**src/rtl/gdg_pkg.sv**
```systemverilog
package gdg_pkg;
  // Saturating increment toward a ceiling.
  function automatic int unsigned run_step(input int unsigned cur, input int unsigned ceil);
    return (cur >= ceil) ? ceil : cur + 1;
  endfunction

  // Count down to zero and stay there.
  function automatic int unsigned hold_step(input int unsigned cur);
    return (cur == 0) ? 0 : cur - 1;
  endfunction
endpackage

```
**src/rtl/gdg_sync.sv**
```systemverilog
module gdg_sync #(
  parameter int W      = 1,
  parameter int STAGES = 2
) (
  input  logic         clk,
  input  logic         rst_n,
  input  logic [W-1:0] d,
  output logic [W-1:0] q
);
  logic [W-1:0] pipe [STAGES];

  always_ff @(posedge clk or negedge rst_n) begin
    if (!rst_n) begin
      for (int i = 0; i < STAGES; i++) pipe[i] <= '0;
    end else begin
      pipe[0] <= d;
      for (int i = 1; i < STAGES; i++) pipe[i] <= pipe[i-1];
    end
  end

  assign q = pipe[STAGES-1];
endmodule

```
**src/rtl/gdg_phase_gate.sv**
```systemverilog
module gdg_phase_gate
  import gdg_pkg::*;
#(
  parameter int QUAL_CYC = 5,
  parameter int HOLD_CYC = 450
) (
  input  logic clk,
  input  logic rst_n,
  input  logic vcc_s,
  input  logic vbs_s,
  input  logic neg_s,
  input  logic hin,
  input  logic lin,
  output logic ho,
  output logic lo
);
  localparam int RW = $clog2(QUAL_CYC + 1);
  localparam int HW = $clog2(HOLD_CYC + 1);

  logic          hin_prev;
  logic          armed;
  logic [RW-1:0] run_len;
  logic [HW-1:0] hold_left;

  // Named internal events for the assertions.
  logic hin_rise, arm_eff, qual_evt, hold_act;

  assign hin_rise = hin & ~hin_prev;
  assign arm_eff  = vbs_s & (armed | hin_rise);
  assign qual_evt = neg_s && (run_len == RW'(QUAL_CYC - 1));
  assign hold_act = (hold_left != '0);

  always_ff @(posedge clk or negedge rst_n) begin
    if (!rst_n) begin
      hin_prev  <= 1'b1;   // a level present at reset release is not an edge
      armed     <= 1'b0;
      run_len   <= '0;
      hold_left <= '0;
      ho        <= 1'b0;
      lo        <= 1'b0;
    end else begin
      hin_prev  <= hin;
      armed     <= arm_eff;
      run_len   <= neg_s ? RW'(run_step(32'(run_len), QUAL_CYC)) : '0;
      hold_left <= qual_evt ? HW'(HOLD_CYC) : HW'(hold_step(32'(hold_left)));
      lo        <= vcc_s & lin;
      ho        <= vcc_s & arm_eff & ~hold_act & hin;
    end
  end

  p_vbs_block_r3: assert property (@(posedge clk) disable iff (!rst_n)
    !vbs_s |=> !ho);
  p_hold_block_r6: assert property (@(posedge clk) disable iff (!rst_n)
    hold_act |=> !ho);
  p_hold_reload_r7: assert property (@(posedge clk) disable iff (!rst_n)
    qual_evt |=> (hold_left == HW'(HOLD_CYC)));
  p_rearm_r4: assert property (@(posedge clk) disable iff (!rst_n)
    (!armed && !hin_rise) |=> !ho);
  p_lo_follow_r2: assert property (@(posedge clk) disable iff (!rst_n)
    vcc_s |=> (lo == $past(lin)));
endmodule

```
**src/rtl/gd_supply_gate.sv**
```systemverilog
module gd_supply_gate #(
  parameter int NPH      = 3,
  parameter int SYNC_N   = 2,
  parameter int QUAL_CYC = 5,
  parameter int HOLD_CYC = 450
) (
  input  logic           clk,
  input  logic           rst_n,
  input  logic           vcc_ok_raw,
  input  logic [NPH-1:0] vbs_ok_raw,
  input  logic [NPH-1:0] negtr_raw,
  input  logic [NPH-1:0] hin,
  input  logic [NPH-1:0] lin,
  output logic [NPH-1:0] ho,
  output logic [NPH-1:0] lo
);
  logic           vcc_s;
  logic [NPH-1:0] vbs_s;
  logic [NPH-1:0] neg_s;

  gdg_sync #(.W(1), .STAGES(SYNC_N)) u_sync_vcc (
    .clk(clk), .rst_n(rst_n), .d(vcc_ok_raw), .q(vcc_s));
  gdg_sync #(.W(NPH), .STAGES(SYNC_N)) u_sync_vbs (
    .clk(clk), .rst_n(rst_n), .d(vbs_ok_raw), .q(vbs_s));
  gdg_sync #(.W(NPH), .STAGES(SYNC_N)) u_sync_neg (
    .clk(clk), .rst_n(rst_n), .d(negtr_raw), .q(neg_s));

  for (genvar p = 0; p < NPH; p++) begin : g_ph
    gdg_phase_gate #(.QUAL_CYC(QUAL_CYC), .HOLD_CYC(HOLD_CYC)) u_ph (
      .clk(clk), .rst_n(rst_n), .vcc_s(vcc_s), .vbs_s(vbs_s[p]),
      .neg_s(neg_s[p]), .hin(hin[p]), .lin(lin[p]), .ho(ho[p]), .lo(lo[p]));
  end

  p_vcc_block_r1: assert property (@(posedge clk) disable iff (!rst_n)
    !vcc_s |=> (ho == '0 && lo == '0));
  p_reset_low_r5: assert property (@(posedge clk)
    !rst_n |-> (ho == '0 && lo == '0));
endmodule

```
**config.mk**
```make
export PLATFORM = sky130hd
export DESIGN_NAME = gd_supply_gate
export DESIGN_NICKNAME = d
export VERILOG_FILES = /design/src/rtl/gdg_pkg.sv /design/src/rtl/gdg_sync.sv /design/src/rtl/gdg_phase_gate.sv /design/src/rtl/gd_supply_gate.sv
export SDC_FILE = /design/constraint.sdc
export NUM_CORES = 1
export LEC_CHECK = 0
export CAP_MARGIN = 20
export CORE_AREA = 2 2 147 77
export CTS_BUF_LIST = sky130_fd_sc_hd__clkbuf_8
export DETAILED_ROUTE_END_ITERATION = 6
export DIE_AREA = 0 0 149 79
export DONT_BUFFER_PORTS = 1
export HOLD_SLACK_MARGIN = 0.12
export PLACE_DENSITY_LB_ADDON = 0.15
export SLEW_MARGIN = 30
export SYNTH_ARGS = -nofsm -noshare
export SYNTH_HDL_FRONTEND = slang
export SYNTH_SLANG_ARGS = --single-unit
export TNS_END_PERCENT = 50
```
**constraint.sdc**
```tcl
create_clock -name clk -period 2.1 [get_ports clk]
set_clock_uncertainty 0.2 [all_clocks]
set_input_delay 0.315 -clock clk [delete_from_list [all_inputs] [get_ports clk]]
set_output_delay 0.315 -clock clk [all_outputs]
set_load 0.005 [all_outputs]
```
==> insert_results.sql <==
INSERT INTO impl_metrics (metric_group, metric, value, unit) VALUES
('clock_tree', 'root_buffer_selected_by_cts', 'sky130_fd_sc_hd__clkbuf_8', ''),
('critical_path', 'worst_r2r_path_depth', '5', ''),
('detailed_routing', 'route.layer.met1.wl', '2690', 'um'),
('synth', 'postSynthRegisterBits', '62', ''),
('cells_and_area', 'finalInstanceArea', '0.00313', 'mm2'),
('timing', 'timing_worst_slew_pin_value', '392', 'ps'),
('timing', 'rsz0062_at_grt', 'false', ''),
('detailed_routing', 'vias', '1624', ''),
('critical_path', 'timing.critical_path.slowest_stage_cell', 'sky130_fd_sc_hd__or4_1', ''),
('synth', 'synth_fp_nets', '243', ''),
('timing', 'setup_viol_count_final', '0', ''),
('clock_tree', 'cts_tree', 'yes', ''),
('global_routing', 'globalRouteTotalUtil', '9.10', '%'),
('critical_path', 'worst-path-max-fanout', '6', ''),
('placement', 'gp_routability_congestion', '0.712', ''),
('job', 'max_cap_violations', '0', ''),
('detailed_routing', 'drtAntennaViolNets', '0', ''),
('floorplan', 'initial_utilization', '24.2', '%'),
('cells_and_area', 'most-common-layout-cells', '59 x sky130_fd_sc_hd__dfrtp_1, 18 x sky130_fd_sc_hd__o21ai_0, 17 x sky130_fd_sc_hd__inv_1, 14 x sky130_fd_sc_hd__dlygate4sd3_1, 12 x sky130_fd_sc_hd__ha_1', ''),
('critical_path', 'timing.critical_path.from_type', 'flip-flop', ''),
('global_routing', 'grt_max_degree', '63', ''),
('hold_path', 'worstHoldStart', 'u_sync_vbs.pipe[5]', ''),
('synth', 'synth_top_area_share', '57.5', '%'),
('timing', 'finalCritPeriodShare', '96.0', '%'),
('synth', 'yosysWarnings', '0', ''),
('clock_tree', 'htree_levels', '3', ''),
('detailed_routing', 'detailroute.wirelength.met2', '1710', 'um'),
('timing', 'totalNegativeSetupSlack', '0', 'ps'),
('hold_path', 'instance_count_along_the_most_critical_hold_path', '0', ''),
('critical_path', 'worst-path-buf-inv', '1', ''),
('floorplan', 'top_level_ports', '21', ''),
('timing', 'max-slew-margin-rel', '73.7', '%'),
('synth', 'synth_edf_count', '0', ''),
('placement', 'placedInstanceArea', '0.00271', 'mm2'),
('critical_path', 'critical_path.top_delay_family', 'simple AND/OR/NAND/NOR gates', ''),
('synth', 'yosys.area.top_type', 'sky130_fd_sc_hd__dfrtp_1', ''),
('floorplan', 'core', '0.0106', 'mm2'),
('detailed_routing', 'met3_length', '276', 'um'),
('global_routing', 'grt_pass1_wl', '7950', 'um'),
('power_and_ir_drop', 'power.static_leakage', '1.37', 'nW'),
('synth', 'post_synth_inst_count', '216', ''),
('detailed_routing', 'avgRoutedWirePerCell', '12.2', 'um'),
('synth', 'post_synth_num_cell_types', '40', ''),
('cells_and_area', 'finalNetCount', '263', ''),
('run_status', 'status', 'finished, final reports clean', ''),
('synth', 'share_of_synthesized_flip_flops_with_an_asynchronous_set_or_reset', '100', '%'),
('timing', 'final_max_slew_viol_count', '0', ''),
('timing', 'final_min_period', '2020', 'ps'),
('clock_tree', 'clk_pin_slew_worst_paths', '70', 'ps'),
('global_routing', 'number_of_antenna_violations_at_the_first_check_in_global_routing', '0', ''),
('cells_and_area', 'syn_to_final_growth', '22.0', '%'),
('synth', 'ys_seq_area_share', '60.6', '%'),
('timing', 'final-hold-violation-count', '0', ''),
('global_routing', 'grt_pass1_vias', '1482', ''),
('floorplan', 'fp.dieH', '79', 'um'),
('cells_and_area', 'final_common_cell', 'sky130_fd_sc_hd__dfrtp_1', ''),
('placement', 'dpl.hpwl', '3140', 'um'),
('critical_path', 'path_class', 'flip-flop to flip-flop', ''),
('critical_path', 'delay_of_the_slowest_cell_on_the_worst_path', '490', 'ps'),
('critical_path', 'cp.required', '2170', 'ps'),
('cells_and_area', 'proportion_of_layout_cells_with_a_drive_suffix_above_1', '10.8', '%'),
('synth', 'syn-mean-instance-area', '11.9', 'um2'),
('synth', 'synth-main-ff-cell', 'sky130_fd_sc_hd__dfrtp_1', ''),
('power_and_ir_drop', 'power_per_cell_area', '1280', 'mW/mm2'),
('critical_path', 'r2r_start', 'g_ph[2].u_ph.hold_left[0]', ''),
('global_routing', 'global_route.overflow_total', '0', ''),
('cells_and_area', 'antenna_cells', '0', ''),
('critical_path', 'critPathCaptureType', 'flip-flop', ''),
('detailed_routing', 'top_layer_used', 'met4', ''),
('detailed_routing', 'drt_iter0_markers', '78', ''),
('clock_tree', 'clk_latency', '340', 'ps');
## flip-flops by register name, summed over array words and instances (netlist names)
register             cells
g_ph.u_ph.lo             3
u_sync_vbs.q             3
u_sync_neg.pipe          3
g_ph.u_ph.hin_prev       3
g_ph.u_ph.armed          3
g_ph.u_ph.ho             3
u_sync_neg.q             3
g_ph.u_ph.hold_left     27
u_sync_vcc.q             1
u_sync_vbs.pipe          3
u_sync_vcc.pipe          1
g_ph.u_ph.run_len        9
## layer usage
metal | global-route usage, % | vias up
met5 | 0 | -
li1 | - | 811
met4 | 3.43 | 0
met1 | 13.9 | 771
met2 | 10.1 | 34
met3 | 4.71 | 8
## power breakdown
part	total, mW	switching (mW)	internal (mW)
logic	0.889	0.457	0.432
clock network	1.31	0.460	0.845
registers	1.80	0.299	1.50
total	4.00	1.22	2.78
## final cells by class
cell class,count,area (um2)
flip-flops and latches,62,1560
clock buffers,11,151
inverters,15,56.3
repair buffers,18,190
clock inverters,5,97.6
multi-input cells,130,901
well taps,145,181
fillers,1115,7470
## cells in the mapped netlist, types with 4 or more instances
| library cell | number |
|---|---|
| sky130_fd_sc_hd__a21boi_0 | 5 |
| sky130_fd_sc_hd__nor2_1 | 10 |
| sky130_fd_sc_hd__inv_1 | 15 |
| sky130_fd_sc_hd__ha_1 | 12 |
| sky130_fd_sc_hd__nand2_1 | 4 |
| sky130_fd_sc_hd__nand3_1 | 6 |
| sky130_fd_sc_hd__or3_1 | 8 |
| sky130_fd_sc_hd__nor2b_1 | 5 |
| sky130_fd_sc_hd__o31ai_1 | 6 |
| sky130_fd_sc_hd__buf_4 | 6 |
| sky130_fd_sc_hd__o21ai_0 | 18 |
| sky130_fd_sc_hd__a21oi_1 | 6 |
| sky130_fd_sc_hd__nor3_1 | 5 |
| sky130_fd_sc_hd__dfrtp_1 | 59 |
| sky130_fd_sc_hd__or4_1 | 8 |
## worst max-delay path by stage
stage                     cells after the start  slack, ps                       from                   endpoint
final                                         5         80  g_ph[2].u_ph.hold_left[0]  g_ph[2].u_ph.hold_left[6]
after global routing                          5          1  g_ph[2].u_ph.hold_left[0]  g_ph[2].u_ph.hold_left[6]
after CTS                                     5         70  g_ph[1].u_ph.hold_left[0]  g_ph[1].u_ph.hold_left[6]
after detailed placement                      5         60  g_ph[1].u_ph.hold_left[0]  g_ph[1].u_ph.hold_left[6]
after global placement                        5         80  g_ph[1].u_ph.hold_left[0]  g_ph[1].u_ph.hold_left[6]
after floorplan                               6        140  g_ph[1].u_ph.hold_left[0]  g_ph[1].u_ph.hold_left[6]
## stage by stage
stage	total power [mW]	util, %	instances	hold WS [ps]	worst slack (ps)
CTS	4.04	29.5	386	151	71.0
finish	4.00	29.5	386	148	84.3
global route	4.30	29.5	386	164	1.33
global placement	2.67	25.6	355	-179	80.9
floorplan	2.42	-	216	-181	143
detailed placement	2.65	25.6	355	-179	55.9
## cell families after synthesis
group	count (synthesis)	synth area share [%]
compound gates	54	13.8
xor+xnor	3	1.02
simple gates	61	14.3
buf+inv	24	4.43
flops	62	60.6
fa+ha+maj	12	5.85
## what timing repair did
item	CTS	global route
endpoints found under the setup margin	0	1
hold buffers	15	0
endpoints found under the hold margin	81	0
resized for setup	0	1
No activity file was read; power rests on OpenSTA's default activity.
